[src/rtl/uhc_reg_pkg.sv]
package uhc_reg_pkg;

  localparam logic [2:0] ADR_CMD   = 3'd0;
  localparam logic [2:0] ADR_STS   = 3'd1;
  localparam logic [2:0] ADR_IEN   = 3'd2;
  localparam logic [2:0] ADR_FRN   = 3'd3;
  localparam logic [2:0] ADR_BASE  = 3'd4;
  localparam logic [2:0] ADR_ENTRY = 3'd5;

  // command bit positions
  localparam int CMD_RUN   = 0;
  localparam int CMD_HCRST = 1;
  localparam int CMD_EGS   = 3;
  localparam int CMD_FGR   = 4;

  // status bit positions
  localparam int STS_INT  = 0;
  localparam int STS_ERR  = 1;
  localparam int STS_RES  = 2;
  localparam int STS_SYS  = 3;
  localparam int STS_PROC = 4;
  localparam int STS_HALT = 5;

  localparam logic [5:0] STS_RESET = 6'h20;

  // strobes from control to datapath
  typedef struct packed {
    logic tick;
    logic hcReset;
    logic runRise;
    logic cmdWr;
    logic stsWr;
    logic ienWr;
    logic frnWr;
    logic baseWr;
  } strobe_t;

endpackage

[src/rtl/uhc_reg_ctrl.sv]
module uhc_reg_ctrl
  import uhc_reg_pkg::*;
#(
  parameter int TICK_CYCLES = 12000
) (
  input  logic       clk,
  input  logic       rst_n,
  input  logic [2:0] regAddr,
  input  logic       regWe,
  input  logic       wRun,
  input  logic       wHcReset,
  input  logic       runBit,
  output strobe_t    str
);

  localparam int CNT_W = (TICK_CYCLES > 1) ? $clog2(TICK_CYCLES) : 1;
  localparam logic [CNT_W-1:0] CNT_LAST = CNT_W'(TICK_CYCLES - 1);

  logic [CNT_W-1:0] cnt;

  always_comb begin
    str.cmdWr   = regWe && (regAddr == ADR_CMD);
    str.stsWr   = regWe && (regAddr == ADR_STS);
    str.ienWr   = regWe && (regAddr == ADR_IEN);
    str.frnWr   = regWe && (regAddr == ADR_FRN);
    str.baseWr  = regWe && (regAddr == ADR_BASE);
    str.hcReset = str.cmdWr && wHcReset;
    str.runRise = str.cmdWr && wRun && !runBit;
    str.tick    = runBit && (cnt == CNT_LAST);
  end

  always_ff @(posedge clk or negedge rst_n) begin
    if (!rst_n)                                  cnt <= '0;
    else if (str.hcReset || str.runRise || !runBit) cnt <= '0;
    else if (str.tick)                           cnt <= '0;
    else                                         cnt <= cnt + 1'b1;
  end

  generate
    if (TICK_CYCLES > 1) begin : g_gap
      // frame ticks are never back to back
      p_tick_gap_r3: assert property (@(posedge clk) disable iff (!rst_n)
        str.tick |=> !str.tick);
    end
  endgenerate

  // a stopped controller restarts its frame count from zero
  p_idle_count_r3: assert property (@(posedge clk) disable iff (!rst_n)
    (!runBit && !str.runRise) |=> !str.tick);

endmodule

[src/rtl/uhc_reg_dp.sv]
module uhc_reg_dp
  import uhc_reg_pkg::*;
#(
  parameter int ADDR_W     = 32,
  parameter int BASE_LSB   = 12,
  parameter int FRN_W      = 11,
  parameter int ENTRY_BITS = 10
) (
  input  logic              clk,
  input  logic              rst_n,
  input  strobe_t           str,
  input  logic [2:0]        regAddr,
  input  logic [ADDR_W-1:0] wData,
  input  logic              evtComplete,
  input  logic              evtShort,
  input  logic              evtError,
  input  logic              evtResume,
  input  logic              evtSysErr,
  input  logic              evtProcErr,
  output logic [ADDR_W-1:0] rdData,
  output logic [ADDR_W-1:0] frameAddr,
  output logic              irq,
  output logic              runBit
);

  localparam int BASE_W = ADDR_W - BASE_LSB;

  logic [4:0]        cmd, cmdN;
  logic [5:0]        sts, stsN;
  logic [3:0]        ien, ienN;
  logic [FRN_W-1:0]  frn, frnN;
  logic [BASE_W-1:0] base, baseN;
  logic [1:0]        hid, hidN;
  logic [1:0]        pend, pendN;

  always_comb begin
    cmdN  = cmd;
    stsN  = sts;
    ienN  = ien;
    frnN  = frn;
    baseN = base;
    hidN  = hid;
    pendN = pend | {evtShort, evtComplete};

    if (str.cmdWr) begin
      cmdN = wData[4:0];
      cmdN[CMD_HCRST] = 1'b0;
      if (str.runRise)          stsN[STS_HALT] = 1'b0;
      else if (!wData[CMD_RUN]) stsN[STS_HALT] = 1'b1;
    end
    if (evtResume && cmd[CMD_EGS]) begin
      cmdN[CMD_FGR]  = 1'b1;
      stsN[STS_RES]  = 1'b1;
    end

    if (str.stsWr) begin
      stsN[4:0] = stsN[4:0] & ~wData[4:0];
      if (wData[STS_INT]) hidN = 2'b00;
    end
    if (evtError)   stsN[STS_ERR]  = 1'b1;
    if (evtSysErr)  stsN[STS_SYS]  = 1'b1;
    if (evtProcErr) stsN[STS_PROC] = 1'b1;

    if (str.ienWr)  ienN  = wData[3:0];
    if (str.baseWr) baseN = wData[ADDR_W-1:BASE_LSB];

    if (str.tick) begin
      frnN  = frn + 1'b1;
      hidN  = hidN | pend;
      if (pend != 2'b00) stsN[STS_INT] = 1'b1;
      pendN = {evtShort, evtComplete};
    end else if (str.frnWr && sts[STS_HALT]) begin
      frnN = wData[FRN_W-1:0];
    end
  end

  always_ff @(posedge clk or negedge rst_n) begin
    if (!rst_n) begin
      cmd <= '0; sts <= STS_RESET; ien <= '0; frn <= '0;
      base <= '0; hid <= '0; pend <= '0;
    end else if (str.hcReset) begin
      cmd <= '0; sts <= STS_RESET; ien <= '0; frn <= '0;
      base <= '0; hid <= '0; pend <= '0;
    end else begin
      cmd <= cmdN; sts <= stsN; ien <= ienN; frn <= frnN;
      base <= baseN; hid <= hidN; pend <= pendN;
    end
  end

  assign runBit    = cmd[CMD_RUN];
  assign frameAddr = {base, {BASE_LSB{1'b0}}}
                   | (ADDR_W'(frn[ENTRY_BITS-1:0]) << 2);
  assign irq = (hid[0] && ien[2]) || (hid[1] && ien[3])
            || (sts[STS_ERR] && ien[0]) || (sts[STS_RES] && ien[1])
            || sts[STS_SYS] || sts[STS_PROC];

  always_comb begin
    case (regAddr)
      ADR_CMD:   rdData = ADDR_W'(cmd);
      ADR_STS:   rdData = ADDR_W'(sts);
      ADR_IEN:   rdData = ADDR_W'(ien);
      ADR_FRN:   rdData = ADDR_W'(frn);
      ADR_BASE:  rdData = {base, {BASE_LSB{1'b0}}};
      ADR_ENTRY: rdData = frameAddr;
      default:   rdData = '0;
    endcase
  end

  // running and halted are mutually exclusive
  p_run_halt_r2: assert property (@(posedge clk) disable iff (!rst_n)
    cmd[CMD_RUN] != sts[STS_HALT]);

  // each tick moves the frame number by exactly one
  p_frn_step_r3: assert property (@(posedge clk) disable iff (!rst_n)
    (str.tick && !str.hcReset) |=> frn == FRN_W'($past(frn) + 1'b1));

  // no frame number change while running other than by a tick
  p_frn_hold_r5: assert property (@(posedge clk) disable iff (!rst_n)
    (!sts[STS_HALT] && !str.tick && !str.hcReset) |=> $stable(frn));

  // pending events are committed at the tick
  p_pend_commit_r4: assert property (@(posedge clk) disable iff (!rst_n)
    (str.tick && pend != 2'b00 && !str.hcReset) |=> sts[STS_INT]);

  // a hidden cause never outlives the interrupt status bit
  p_hid_int_r8: assert property (@(posedge clk) disable iff (!rst_n)
    (hid != 2'b00) |-> sts[STS_INT]);

  // fatal errors raise the line without enables
  p_fatal_irq_r7: assert property (@(posedge clk) disable iff (!rst_n)
    (sts[STS_SYS] || sts[STS_PROC]) |-> irq);

endmodule

[src/rtl/uhc_reg_core.sv]
module uhc_reg_core
  import uhc_reg_pkg::*;
#(
  parameter int TICK_CYCLES = 12000,
  parameter int ADDR_W      = 32,
  parameter int BASE_LSB    = 12,
  parameter int FRN_W       = 11,
  parameter int ENTRY_BITS  = 10
) (
  input  logic              clk,
  input  logic              rst_n,
  input  logic [2:0]        regAddr,
  input  logic              regWe,
  input  logic [ADDR_W-1:0] regWdata,
  output logic [ADDR_W-1:0] regRdata,
  input  logic              evtComplete,
  input  logic              evtShort,
  input  logic              evtError,
  input  logic              evtResume,
  input  logic              evtSysErr,
  input  logic              evtProcErr,
  output logic [ADDR_W-1:0] frameAddr,
  output logic              frameTick,
  output logic              irq
);

  strobe_t str;
  logic    runBit;

  uhc_reg_ctrl #(.TICK_CYCLES(TICK_CYCLES)) u_ctrl (
    .clk      (clk),
    .rst_n    (rst_n),
    .regAddr  (regAddr),
    .regWe    (regWe),
    .wRun     (regWdata[CMD_RUN]),
    .wHcReset (regWdata[CMD_HCRST]),
    .runBit   (runBit),
    .str      (str)
  );

  uhc_reg_dp #(
    .ADDR_W(ADDR_W), .BASE_LSB(BASE_LSB),
    .FRN_W(FRN_W), .ENTRY_BITS(ENTRY_BITS)
  ) u_dp (
    .clk         (clk),
    .rst_n       (rst_n),
    .str         (str),
    .regAddr     (regAddr),
    .wData       (regWdata),
    .evtComplete (evtComplete),
    .evtShort    (evtShort),
    .evtError    (evtError),
    .evtResume   (evtResume),
    .evtSysErr   (evtSysErr),
    .evtProcErr  (evtProcErr),
    .rdData      (regRdata),
    .frameAddr   (frameAddr),
    .irq         (irq),
    .runBit      (runBit)
  );

  assign frameTick = str.tick;

endmodule

[config.mk]
export PLATFORM = sky130hd
export DESIGN_NAME = uhc_reg_core
export DESIGN_NICKNAME = d
export VERILOG_FILES = /design/src/rtl/uhc_reg_pkg.sv /design/src/rtl/uhc_reg_ctrl.sv /design/src/rtl/uhc_reg_dp.sv /design/src/rtl/uhc_reg_core.sv
export SDC_FILE = /design/constraint.sdc
export NUM_CORES = 1
export LEC_CHECK = 0
export ABC_AREA = 0
export BUFFER_PORTS_ARGS = -buffer_cell sky130_fd_sc_hd__buf_2
export CORE_ASPECT_RATIO = 0.75
export CORE_MARGIN = 3
export CORE_UTILIZATION = 50
export CTS_CLUSTER_SIZE = 8
export DETAILED_ROUTE_END_ITERATION = 10
export GPL_ROUTABILITY_DRIVEN = 0
export PLACE_DENSITY = 0.79
export RECOVER_POWER = 25
export SLEW_MARGIN = 0
export SYNTH_ARGS = -nofsm -noshare
export SYNTH_HDL_FRONTEND = slang
export SYNTH_SLANG_ARGS = --single-unit
[constraint.sdc]
create_clock -name clk -period 4.31 [get_ports clk]
set_input_delay 0.2155 -clock clk [delete_from_list [all_inputs] [get_ports clk]]
set_output_delay 0.2155 -clock clk [all_outputs]
set_load 0.02 [all_outputs]
==> run metrics <==
number of nets in the layout 534; Final Cycle Share between 50% and 60%; reported max-cap violation count 0; Reg-to-Reg Start u_ctrl.cnt[0]; synth-to-layout area growth 20.2%; Setup Slack @ Placement a little under 2 ns; share of post-route cells with drive strength above 1 27.2%; count of TritonRoute iterations in the first routing pass 5; Total Die Area between 0.007 and 0.008 sq mm; critical path depth in cells 5; HP Class in2async; count of buffers added by post-CTS timing repair for setup 0; drt via density ~5.5; total wirelength of the detailed-routed design 8.90 mm; Initial Util ~53%; classification of the worst setup path reg2reg; maximum frequency from static timing analysis 423 MHz; total I/O pin count 110; library cell used as clock root buffer clkbuf_8; global-route wire length before repair 14.6 mm; fraction of power consumed by the clock network between 30% and 40%; sequential cell area fraction in the yosys report between 40% and 50%; total number of yosys warnings 0; mean instance size in the synthesized netlist approximately 8.6 sq um; Total GRT Usage between 20% and 30%; sequential group share of total power approximately 45%; area used by sequential logic in the layout around 0.0016 sq mm; kind of cell with the highest combined delay on the critical path simple AND/OR/NAND/NOR gates; endpoint of the worst-slack reg-to-reg timing path u_ctrl.cnt[3]; slew at the pin with the worst max-slew slack about 0.96 ns; total setup violations reported at the end of the flow 0; minimum clock period after layout approximately 2.4 ns; number of DRC violations after detailed-routing iteration 0 between 150 and 200; H-tree depth 3; width of the die between 100 and 150 um; cell breakdown of the critical path ha_1 > nand4_1 > or4_4 > o211ai_1 > nor2_1; slack of the worst reg-to-reg path between 1.5 and 2 ns; sum of negative setup slack 0 ns; Clock Pin Slew Worst Setup and Hold Paths 0.07 ns; Avg WL per Cell 15.5 um; number of filler instances in the final layout between 500 and 600; estimated wirelength of the detail-placed design around 6.3 mm; combinational power share 22.2%; Via Count between 3000 and 4000; TritonCTS clock tree yes; post-synthesis instance area 0.00347 sq mm; switching component of the power roughly 570 uW; vias in the first global route ~2900; Internal Power ~1200 uW; Max-slew headroom 35.7%; die boundary height between 70 and 80 um; final critical-path setup slack about 1.9 ns; slowest cell on the critical path or4_4; count of final hold-check violations 0; most instantiated flip-flop cell in the synthesis netlist dfrtp_1; register bit count reported by yosys 63; outcome finished clean; number of enable-type register cells in the synthesized netlist 0; count of buffer and inverter cells on the critical path 0; number of unique standard cell types used by synthesis 41; Slew Viols, Final 0; CP Capture Type register; Leak 0.00198 uW; clk sinks 63; total DRC errors in the routed layout 0; post_cts resized 0; final core utilization 64.0%; areal power density over the cells between 400 and 500 mW/mm^2; RSZ-0062 raised after global routing false; required time at the endpoint of the critical path 4.50 ns; pin count of the biggest net entering global routing 64; worst-skew pair later-pin latency 0.35 ns; maximum net fanout on the critical path 22; maximum VDD drop 0.000225 V; worst setup path startpoint u_ctrl.cnt[0]; Clock Tree Buf Depth 2; FFs w/ async S/R, synth 100%; global-route congestion overflow total 0; Post-DRT Antenna Nets 0; antenna violations before repair 0; max incr delay on CP approximately 0.67 ns; floorplan core area between 0.006 and 0.007 sq mm; total clock buffers created by CTS 9; r2r worst-path depth 5; Post-Synthesis Cells between 400 and 500; Worst Path Arrival about 2.6 ns; site row count 25; footprint of the multi-input gates about 0.0017 sq mm; hold-fix buffers at CTS 0; # diodes 0; Critical path destination u_ctrl.cnt[3]; CP Launch Type register; # port buffers 106; switching portion of total power between 30% and 40%; setup clock skew after layout 0.00711 ns
-- cell families after synthesis --
group | share of synthesized area (%)
compound gates | 14.5
other cells | 0.108
flops | 45.5
fa+ha+maj | 0.722
simple gates | 26.5
xor+xnor | 2.78
buf+inv | 5.74
mux | 4.22
-- metrics by stage --
stage / instance area, sq um / std cells / hold WS [ns] / power, uW
2_1_floorplan: 3470 / 402 / -0.0801 / 1040
3_3_place_gp: 3940 / 558 / 0.429 / 1160
3_5_place_dp: 3940 / 558 / 0.432 / 1170
4_1_cts: 4170 / 574 / 0.0539 / 1750
5_1_grt: 4170 / 574 / 0.0836 / 1840
6_report: 4170 / 574 / 0.0242 / 1740
-- worst min path at each step --
| stage | startpoint | slack (ns) | endpoint | depth (start not counted) |
|---|---|---|---|---|
| 2_1_floorplan | rst_n | -0.08 | u_ctrl.cnt[0] | 0 |
| 3_3_place_gp | rst_n | 0.43 | u_dp.base[9] | 2 |
| 3_5_place_dp | rst_n | 0.43 | u_dp.base[9] | 2 |
| 4_1_cts | rst_n | 0.05 | u_dp.base[9] | 2 |
| 5_1_grt | regWdata[22] | 0.08 | u_dp.base[10] | 3 |
| 6_report | rst_n | 0.02 | u_dp.base[9] | 2 |
-- power groups by stage --
stage                     clock network [uW]  logic [uW]  registers (uW)
after floorplan                            0         250             794
after global placement                     0         380             781
after detailed placement                   0         389             785
after CTS                                588         390             774
after global routing                     621         426             792
final                                    576         387             777
-- Yosys cell counts (2+ instances only) --
master / n / area (sq um)
a211oi_1: 5 / 37.5
nor2b_1: 11 / 68.8
and3_1: 7 / 43.8
ha_1: 2 / 25.0
xor2_1: 7 / 61.3
buf_4: 12 / 90.1
a21oi_1: 47 / 235
mux2_2: 3 / 33.8
o21ai_0: 21 / 105
o31ai_1: 2 / 15.0
xnor2_1: 4 / 35.0
nor3_1: 5 / 25.0
and4_1: 2 / 17.5
a31oi_1: 2 / 12.5
or3_1: 2 / 12.5
a22oi_1: 7 / 52.6
nand4_1: 5 / 31.3
nand2_1: 63 / 236
inv_1: 4 / 15.0
nor3b_1: 4 / 30.0
clkbuf_1: 17 / 63.8
nor4_2: 3 / 37.5
dfrtp_1: 62 / 1550
mux2i_1: 9 / 90.1
nand3_1: 13 / 65.1
nor2_1: 39 / 146
a22o_1: 3 / 26.3
and2_1: 25 / 156
buf_2: 3 / 15.0
-- layout by cell type (no fill, tap or decap), types with 3 or more instances in the layout --
master	count
xor2_1	7
nor2_1	38
mux2_2	3
and2_1	25
buf_4	3
and3_1	7
nor3b_1	4
nand4_1	5
nor2b_1	11
nand3_1	13
dfrtp_1	62
nand2_1	63
nor3_1	5
a211oi_1	5
o21ai_0	21
a22oi_1	7
inv_1	4
a21oi_1	47
clkbuf_8	10
nor4_2	3
buf_2	106
a22o_1	3
xnor2_1	4
mux2i_1	9
-- worst reg2reg max path, cell delays in order, from the launching register on --
cell,delay [ns]
dfrtp_1,0.43
ha_1,0.29
nand4_1,0.18
or4_4,0.67
o211ai_1,0.51
nor2_1,0.14
-- flip-flops by register name (all words and copies together), names as in the netlist --
signal,cells
u_dp.frn,11
u_dp.base,20
u_dp.cmd,4
u_dp.pend,2
u_ctrl.cnt,14
u_dp.hid,2
u_dp.ien,4
u_dp.sts,6
-- per-layer routing --
layer  part of all wire, %  vias to the layer above  track usage, %
met5                     0                        -               0
met4                   1.5                        0            7.08
met3                   6.6                       13            6.31
met2                    46                      102            33.3
met1                    46                     1520            35.0
li1                      -                     1544               -
-- area by class of cell --
class	count	share of cell area [%]
multi-input combinational	301	40.7
sequential	63	37.9
timing repair buffer	109	13.3
clock buffer	11	3.39
tap	81	2.43
clock inverter	5	1.95
inverter	4	0.360
Note: power is estimated with default switching activity, not from simulation.
